`config.mk`:
```
export PLATFORM = sky130hd
export DESIGN_NAME = imm_expander
export DESIGN_NICKNAME = d
export VERILOG_FILES = /design/src/rtl/imm_expand_pkg.sv /design/src/rtl/imm_field_gather.sv /design/src/rtl/imm_wide_expand.sv /design/src/rtl/imm_compact_expand.sv /design/src/rtl/imm_expander.sv
export SDC_FILE = /design/constraint.sdc
export NUM_CORES = 1
export LEC_CHECK = 0
export BUFFER_PORTS_ARGS = -buffer_cell sky130_fd_sc_hd__clkbuf_2
export CAP_MARGIN = 15
export CORE_ASPECT_RATIO = 1.2
export CORE_MARGIN = 10
export CORE_UTILIZATION = 55
export DETAILED_ROUTE_END_ITERATION = 12
export PLACE_DENSITY = 0.85
export RECOVER_POWER = 100
export SYNTH_ARGS = -nofsm -noshare
export SYNTH_HDL_FRONTEND = slang
export SYNTH_SLANG_ARGS = --single-unit
export TNS_END_PERCENT = 20
```
`constraint.sdc`:
```
create_clock -name vclk -period 6.04
set_input_delay 0.906 -clock vclk [all_inputs]
set_output_delay 0.906 -clock vclk [all_outputs]
set_load 0.03 [all_outputs]
```
`src/rtl/imm_expand_pkg.sv`:
```
package imm_expand_pkg;

  localparam int unsigned WORD_W  = 32;
  localparam int unsigned FIELD_W = 12;
  localparam int unsigned BYTE_W  = 8;
  localparam int unsigned LANES   = WORD_W / BYTE_W;
  localparam int unsigned ROT_W   = $clog2(WORD_W);

  typedef logic [WORD_W-1:0]  word_t;
  typedef logic [FIELD_W-1:0] field_t;
  typedef logic [BYTE_W-1:0]  byte_t;
  typedef logic [LANES-1:0]   lane_mask_t;

  // byte replication patterns, encoded by field[9:8]
  typedef enum logic [1:0] {
    REP_LOW      = 2'd0,
    REP_HALVES   = 2'd1,
    REP_ODD_LANE = 2'd2,
    REP_ALL      = 2'd3
  } rep_pat_e;

  // rotate a word right; an amount of zero returns the word unchanged
  function automatic word_t rotr_word(word_t v, logic [ROT_W-1:0] amt);
    return (v >> amt) | (v << (WORD_W - amt));
  endfunction

  // which byte lanes carry the replicated byte
  function automatic lane_mask_t lane_mask(rep_pat_e p);
    lane_mask_t m;
    case (p)
      REP_LOW:      m = 4'b0001;
      REP_HALVES:   m = 4'b0101;
      REP_ODD_LANE: m = 4'b1010;
      default:      m = 4'b1111;
    endcase
    return m;
  endfunction

endpackage

```
`src/rtl/imm_field_gather.sv`:
```
module imm_field_gather
  import imm_expand_pkg::*;
#(
  parameter int unsigned TOP_BIT = 26,
  parameter int unsigned MID_HI  = 14,
  parameter int unsigned MID_LO  = 12
) (
  input  word_t  instr_word,
  input  logic   fmt_compact,
  output field_t field
);

  field_t wide_field;
  field_t compact_field;
  logic   unused_instr_bits;

  assign wide_field    = instr_word[FIELD_W-1:0];
  assign compact_field = {instr_word[TOP_BIT], instr_word[MID_HI:MID_LO],
                          instr_word[BYTE_W-1:0]};
  assign field         = fmt_compact ? compact_field : wide_field;

  assign unused_instr_bits = ^{instr_word[WORD_W-1:TOP_BIT+1],
                               instr_word[TOP_BIT-1:MID_HI+1]};

endmodule

```
`src/rtl/imm_wide_expand.sv`:
```
module imm_wide_expand
  import imm_expand_pkg::*;
(
  input  field_t field,
  input  logic   carry_in,
  output word_t  value,
  output logic   carry_out,
  output logic   rot_happened
);

  logic [ROT_W-1:0] rot_amt;
  word_t            base;

  assign rot_amt      = {field[FIELD_W-1:BYTE_W], 1'b0};
  assign rot_happened = (rot_amt != '0);
  assign base         = {{(WORD_W-BYTE_W){1'b0}}, field[BYTE_W-1:0]};
  assign value        = rotr_word(base, rot_amt);
  assign carry_out    = rot_happened ? value[WORD_W-1] : carry_in;

  always_comb begin
    // a rotation only moves bits, never creates or drops them
    assert_wide_ones_R1: assert ($countones(value) == $countones(field[BYTE_W-1:0]))
      else $error("wide expansion changed the number of set bits");
    if (!rot_happened) begin
      assert_wide_norot_R2: assert (value[WORD_W-1:BYTE_W] == '0 && carry_out == carry_in)
        else $error("unrotated wide constant is not a plain byte with carry-in");
    end
  end

endmodule

```
`src/rtl/imm_compact_expand.sv`:
```
module imm_compact_expand
  import imm_expand_pkg::*;
(
  input  field_t field,
  input  logic   carry_in,
  output word_t  value,
  output logic   carry_out,
  output logic   rot_happened
);

  rep_pat_e   pattern;
  lane_mask_t lanes;
  byte_t      low_byte;
  word_t      rep_value;
  word_t      rot_base;
  word_t      rot_value;

  assign rot_happened = (field[FIELD_W-1:FIELD_W-2] != 2'b00);
  assign pattern      = rep_pat_e'(field[BYTE_W+1:BYTE_W]);
  assign lanes        = lane_mask(pattern);
  assign low_byte     = field[BYTE_W-1:0];

  for (genvar g = 0; g < LANES; g++) begin : g_lane
    assign rep_value[g*BYTE_W +: BYTE_W] = lanes[g] ? low_byte : '0;
  end

  assign rot_base  = {{(WORD_W-BYTE_W){1'b0}}, 1'b1, field[BYTE_W-2:0]};
  assign rot_value = rotr_word(rot_base, field[FIELD_W-1:BYTE_W-1]);

  assign value     = rot_happened ? rot_value : rep_value;
  assign carry_out = rot_happened ? value[WORD_W-1] : carry_in;

  always_comb begin
    if (!rot_happened) begin
      // replicated copies: 1, 2, 2 or 4 of the byte
      assert_rep_ones_R5: assert ($countones(value) ==
          $countones(low_byte) * ((pattern == REP_ALL) ? 4 : (pattern == REP_LOW) ? 1 : 2))
        else $error("replicated constant has wrong population");
    end else begin
      assert_rot_ones_R7: assert ($countones(value) == $countones(field[BYTE_W-2:0]) + 1)
        else $error("rotated constant has wrong population");
      assert_rot_high_R8: assert (value[WORD_W-1:BYTE_W] != '0)
        else $error("forced leading one fell into the low byte");
      assert_rot_carry_R7: assert (carry_out == value[WORD_W-1])
        else $error("rotated carry-out does not follow the top bit");
    end
  end

endmodule

```
`src/rtl/imm_expander.sv`:
```
module imm_expander
  import imm_expand_pkg::*;
(
  input  logic [31:0] instr_word,
  input  logic        fmt_compact,
  input  logic        carry_in,
  output logic [31:0] imm_value,
  output logic        carry_out,
  output logic [31:0] imm_plain
);

  field_t field;
  word_t  wide_value;
  word_t  cmp_value;
  logic   wide_carry;
  logic   cmp_carry;
  logic   wide_rot;
  logic   cmp_rot;

  imm_field_gather u_gather (
    .instr_word  (instr_word),
    .fmt_compact (fmt_compact),
    .field       (field)
  );

  imm_wide_expand u_wide (
    .field        (field),
    .carry_in     (carry_in),
    .value        (wide_value),
    .carry_out    (wide_carry),
    .rot_happened (wide_rot)
  );

  imm_compact_expand u_compact (
    .field        (field),
    .carry_in     (carry_in),
    .value        (cmp_value),
    .carry_out    (cmp_carry),
    .rot_happened (cmp_rot)
  );

  assign imm_value = fmt_compact ? cmp_value : wide_value;
  assign carry_out = fmt_compact ? cmp_carry : wide_carry;
  assign imm_plain = {{(WORD_W-FIELD_W){1'b0}}, field};

  always_comb begin
    assert_plain_zext_R9: assert (imm_plain[WORD_W-1:FIELD_W] == '0)
      else $error("plain field is not zero-extended");
    if (!fmt_compact && !wide_rot) begin
      // unrotated wide constant equals the raw field
      assert_wide_plain_R1: assert (imm_value == imm_plain)
        else $error("unrotated wide constant differs from the raw field");
    end
    if (fmt_compact && !cmp_rot) begin
      assert_rep_carry_R6: assert (carry_out == carry_in)
        else $error("replicated constant altered the carry");
    end
  end

endmodule

```
==> qor.txt <==
Final hold viol count: 0
Busiest metal layer after global routing: met2
Fmax achieved: 182 MHz
Post-CTS sizing: 0
Post-Synth XOR/XNOR Area: 3.48%
Postcts setup bufs: 0
Layout cells sized above 1: 12.2%
First-pass GRT wire length: 15.6 mm
Final period util: 91.1%
Commonest non-fill, non-tap cells in the layout: 36 x a21oi_1, 36 x clkbuf_1, 29 x nand2_1, 28 x clkbuf_2, 27 x nor2_1
HP Class: input port to output pin
Peak supply drop: 0.0000809 V
Met2 Track Usage GR: 39.6%
Total power: 0.377 mW
Max_cap viols: 0
Hold path startpoint: instr_word[3]
Global Route Usage Sum: 24.6%
GR Util met1: 32.4%
Area added between synthesis and finish: 2.34%
Synth top area share: 8.66%
Power per Cell Area: 147 mW/mm^2
Critical path type: input port to output pin
RSZ-0062 raised after global routing: no
Hold Path Sink: imm_plain[3]
Flip-flop and latch count: 0
Setup TNS: 0 ns
Pin count of the biggest net entering global routing: 34
Cell Area, Synth: 0.00251 sq mm
Yosys Warn Count: 0
DRC viols: 0
Row cnt: 26
Post-synthesis compound-gate area fraction: 31.9%
IO Pins: 99
Die ar.: 0.00769 sq mm
Worst EP arrival: 4.60 ns
Fin crit period: 5.50 ns
DR WL/cell: 22.0 microns
Netlist cell types: 65
Outcome: completed
Hold Buf Count CTS: 0
Hpwl dp: 7.73 mm
Post-synth top area cell: buf_4
Startpoint Class: input port
Core ar.: 0.00433 sq mm
Die width: 81.7 microns
Number of global-route vias before repair: 2982
Nets@finish: 454
Leakage: 0.965 nW
# setup viols final: 0
Detail Route Antenna Nets: 0
CP endpoint kind: output pin
Avg Cell Area, Syn: 6.50 sq um
Number of clock buffers in the layout: 0
Slew Viols, Final: 0
Syn Inst Count: 387
DR vias: 3289
Die Span Y: 94.1 microns
I/O Buffers: 63
Post-layout util: 59.5%
Register area share after synthesis: 0%
DRT iter0 DRCs: 628
Largest cells by area after synthesis: buf_4 8.7%, mux2i_1 8.4%, a21oi_1 7.2%
Adder-Cell Fraction of Synth Area: 3.48%
Sequential cell area: 0 sq um
Final GP Congestion: 1.07
Initial core utilization: 58.1%
Initial antenna violation count: 0
Ant diodes: 0
Multiplexer area fraction after synthesis: 14.6%
Worst Tran Pin Value: 1.38 ns
Worst slew margin: 7.23%
Largest family of logic cells by synthesized area: compound AO/OA/AOI/OAI gates
CP Max Fanout: 11
Total grt overflow: 0
DR pass1 iterations: 6
WL final: 10.3 mm
Grt met3 use: 3.45%
Critical Path RT: 5.13 ns
Drt via density: 7.04
Synth Area in Simple Gates: 29.8%
Hold path depth: 2
-- per-layer routing --
| layer | share of wire [%] | vias to the layer above |
|---|---|---|
| li1 | - | 1465 |
| met1 | 38 | 1495 |
| met2 | 46 | 291 |
| met3 | 13 | 38 |
| met4 | 3.6 | 0 |
| met5 | 0 | - |
-- cell families after synthesis --
family                     count (synthesis)
and+or+nand+nor                          142
AOI/OAI and AO/OA                        123
buffers and inverters                     75
muxes                                     32
xor gates and xnor gates                   7
adders and majority gates                  7
other                                      1
-- area by class of cell --
| type | count | area, sq um |
|---|---|---|
| well taps | 56 | 70.1 |
| multi-input cells | 331 | 2160 |
| inverters | 15 | 58.8 |
| repair buffers | 65 | 283 |
| fillers | 479 | 1750 |
-- cell usage after synthesis (3+ instances only) --
| cell type | number |
|---|---|
| inv_1 | 10 |
| and2_1 | 3 |
| nor4_1 | 5 |
| nor3_1 | 19 |
| a22oi_1 | 8 |
| nand2_1 | 29 |
| o211ai_1 | 13 |
| o221ai_1 | 4 |
| nand3_1 | 22 |
| mux2_2 | 8 |
| inv_2 | 3 |
| xnor2_1 | 5 |
| a211oi_1 | 5 |
| and3_1 | 4 |
| clkbuf_1 | 19 |
| a32oi_1 | 5 |
| a221oi_1 | 4 |
| mux2i_4 | 3 |
| nor2b_1 | 4 |
| buf_4 | 29 |
| or2_2 | 4 |
| nand4b_1 | 3 |
| a31oi_1 | 4 |
| nand3b_1 | 4 |
| nor2_1 | 27 |
| o21ai_0 | 24 |
| ha_1 | 7 |
| mux2i_1 | 21 |
| buf_2 | 6 |
| buf_1 | 3 |
| a21oi_1 | 36 |
| a221o_1 | 3 |
| o22ai_1 | 3 |
-- critical path, stage by stage --
cell and delay, ns:
clkbuf_2 0.21, mux2i_4 0.49, clkbuf_1 0.43, ha_1 0.54, nor4bb_1 0.49, o21ai_0 0.26, a21oi_1 0.42, a41oi_1 0.17
o2111ai_1 0.30, clkbuf_1 0.36
-- worst max path at each step --
stage	endpoint	slack (ns)	cells past startpoint	from
final	imm_value[19]	0.54	10	fmt_compact
after global routing	imm_value[21]	0.34	10	fmt_compact
after CTS	imm_value[21]	0.90	9	fmt_compact
after detailed placement	imm_value[21]	0.94	9	fmt_compact
after global placement	imm_value[21]	0.96	9	fmt_compact
after floorplan	imm_value[31]	1.30	10	fmt_compact
-- power by group --
part / total (mW) / switching (mW) / internal, mW / leakage, nW
logic: 0.377 / 0.276 / 0.102 / 0.965
clock network: 0 / 0 / 0 / 0
registers: 0 / 0 / 0 / 0
total: 0.377 / 0.276 / 0.102 / 0.965
-- through the flow --
stage / area (sq um) / std cells / setup slack, ns / hold WS (ns)
after floorplan: 2580 / 406 / 1.30 / 1.94
after global placement: 2630 / 467 / 0.964 / 2.22
after detailed placement: 2630 / 467 / 0.938 / 2.22
after CTS: 2630 / 467 / 0.901 / 2.22
after global routing: 2570 / 467 / 0.336 / 2.27
final: 2570 / 467 / 0.538 / 2.27
No activity file was read; power rests on OpenSTA's default activity.
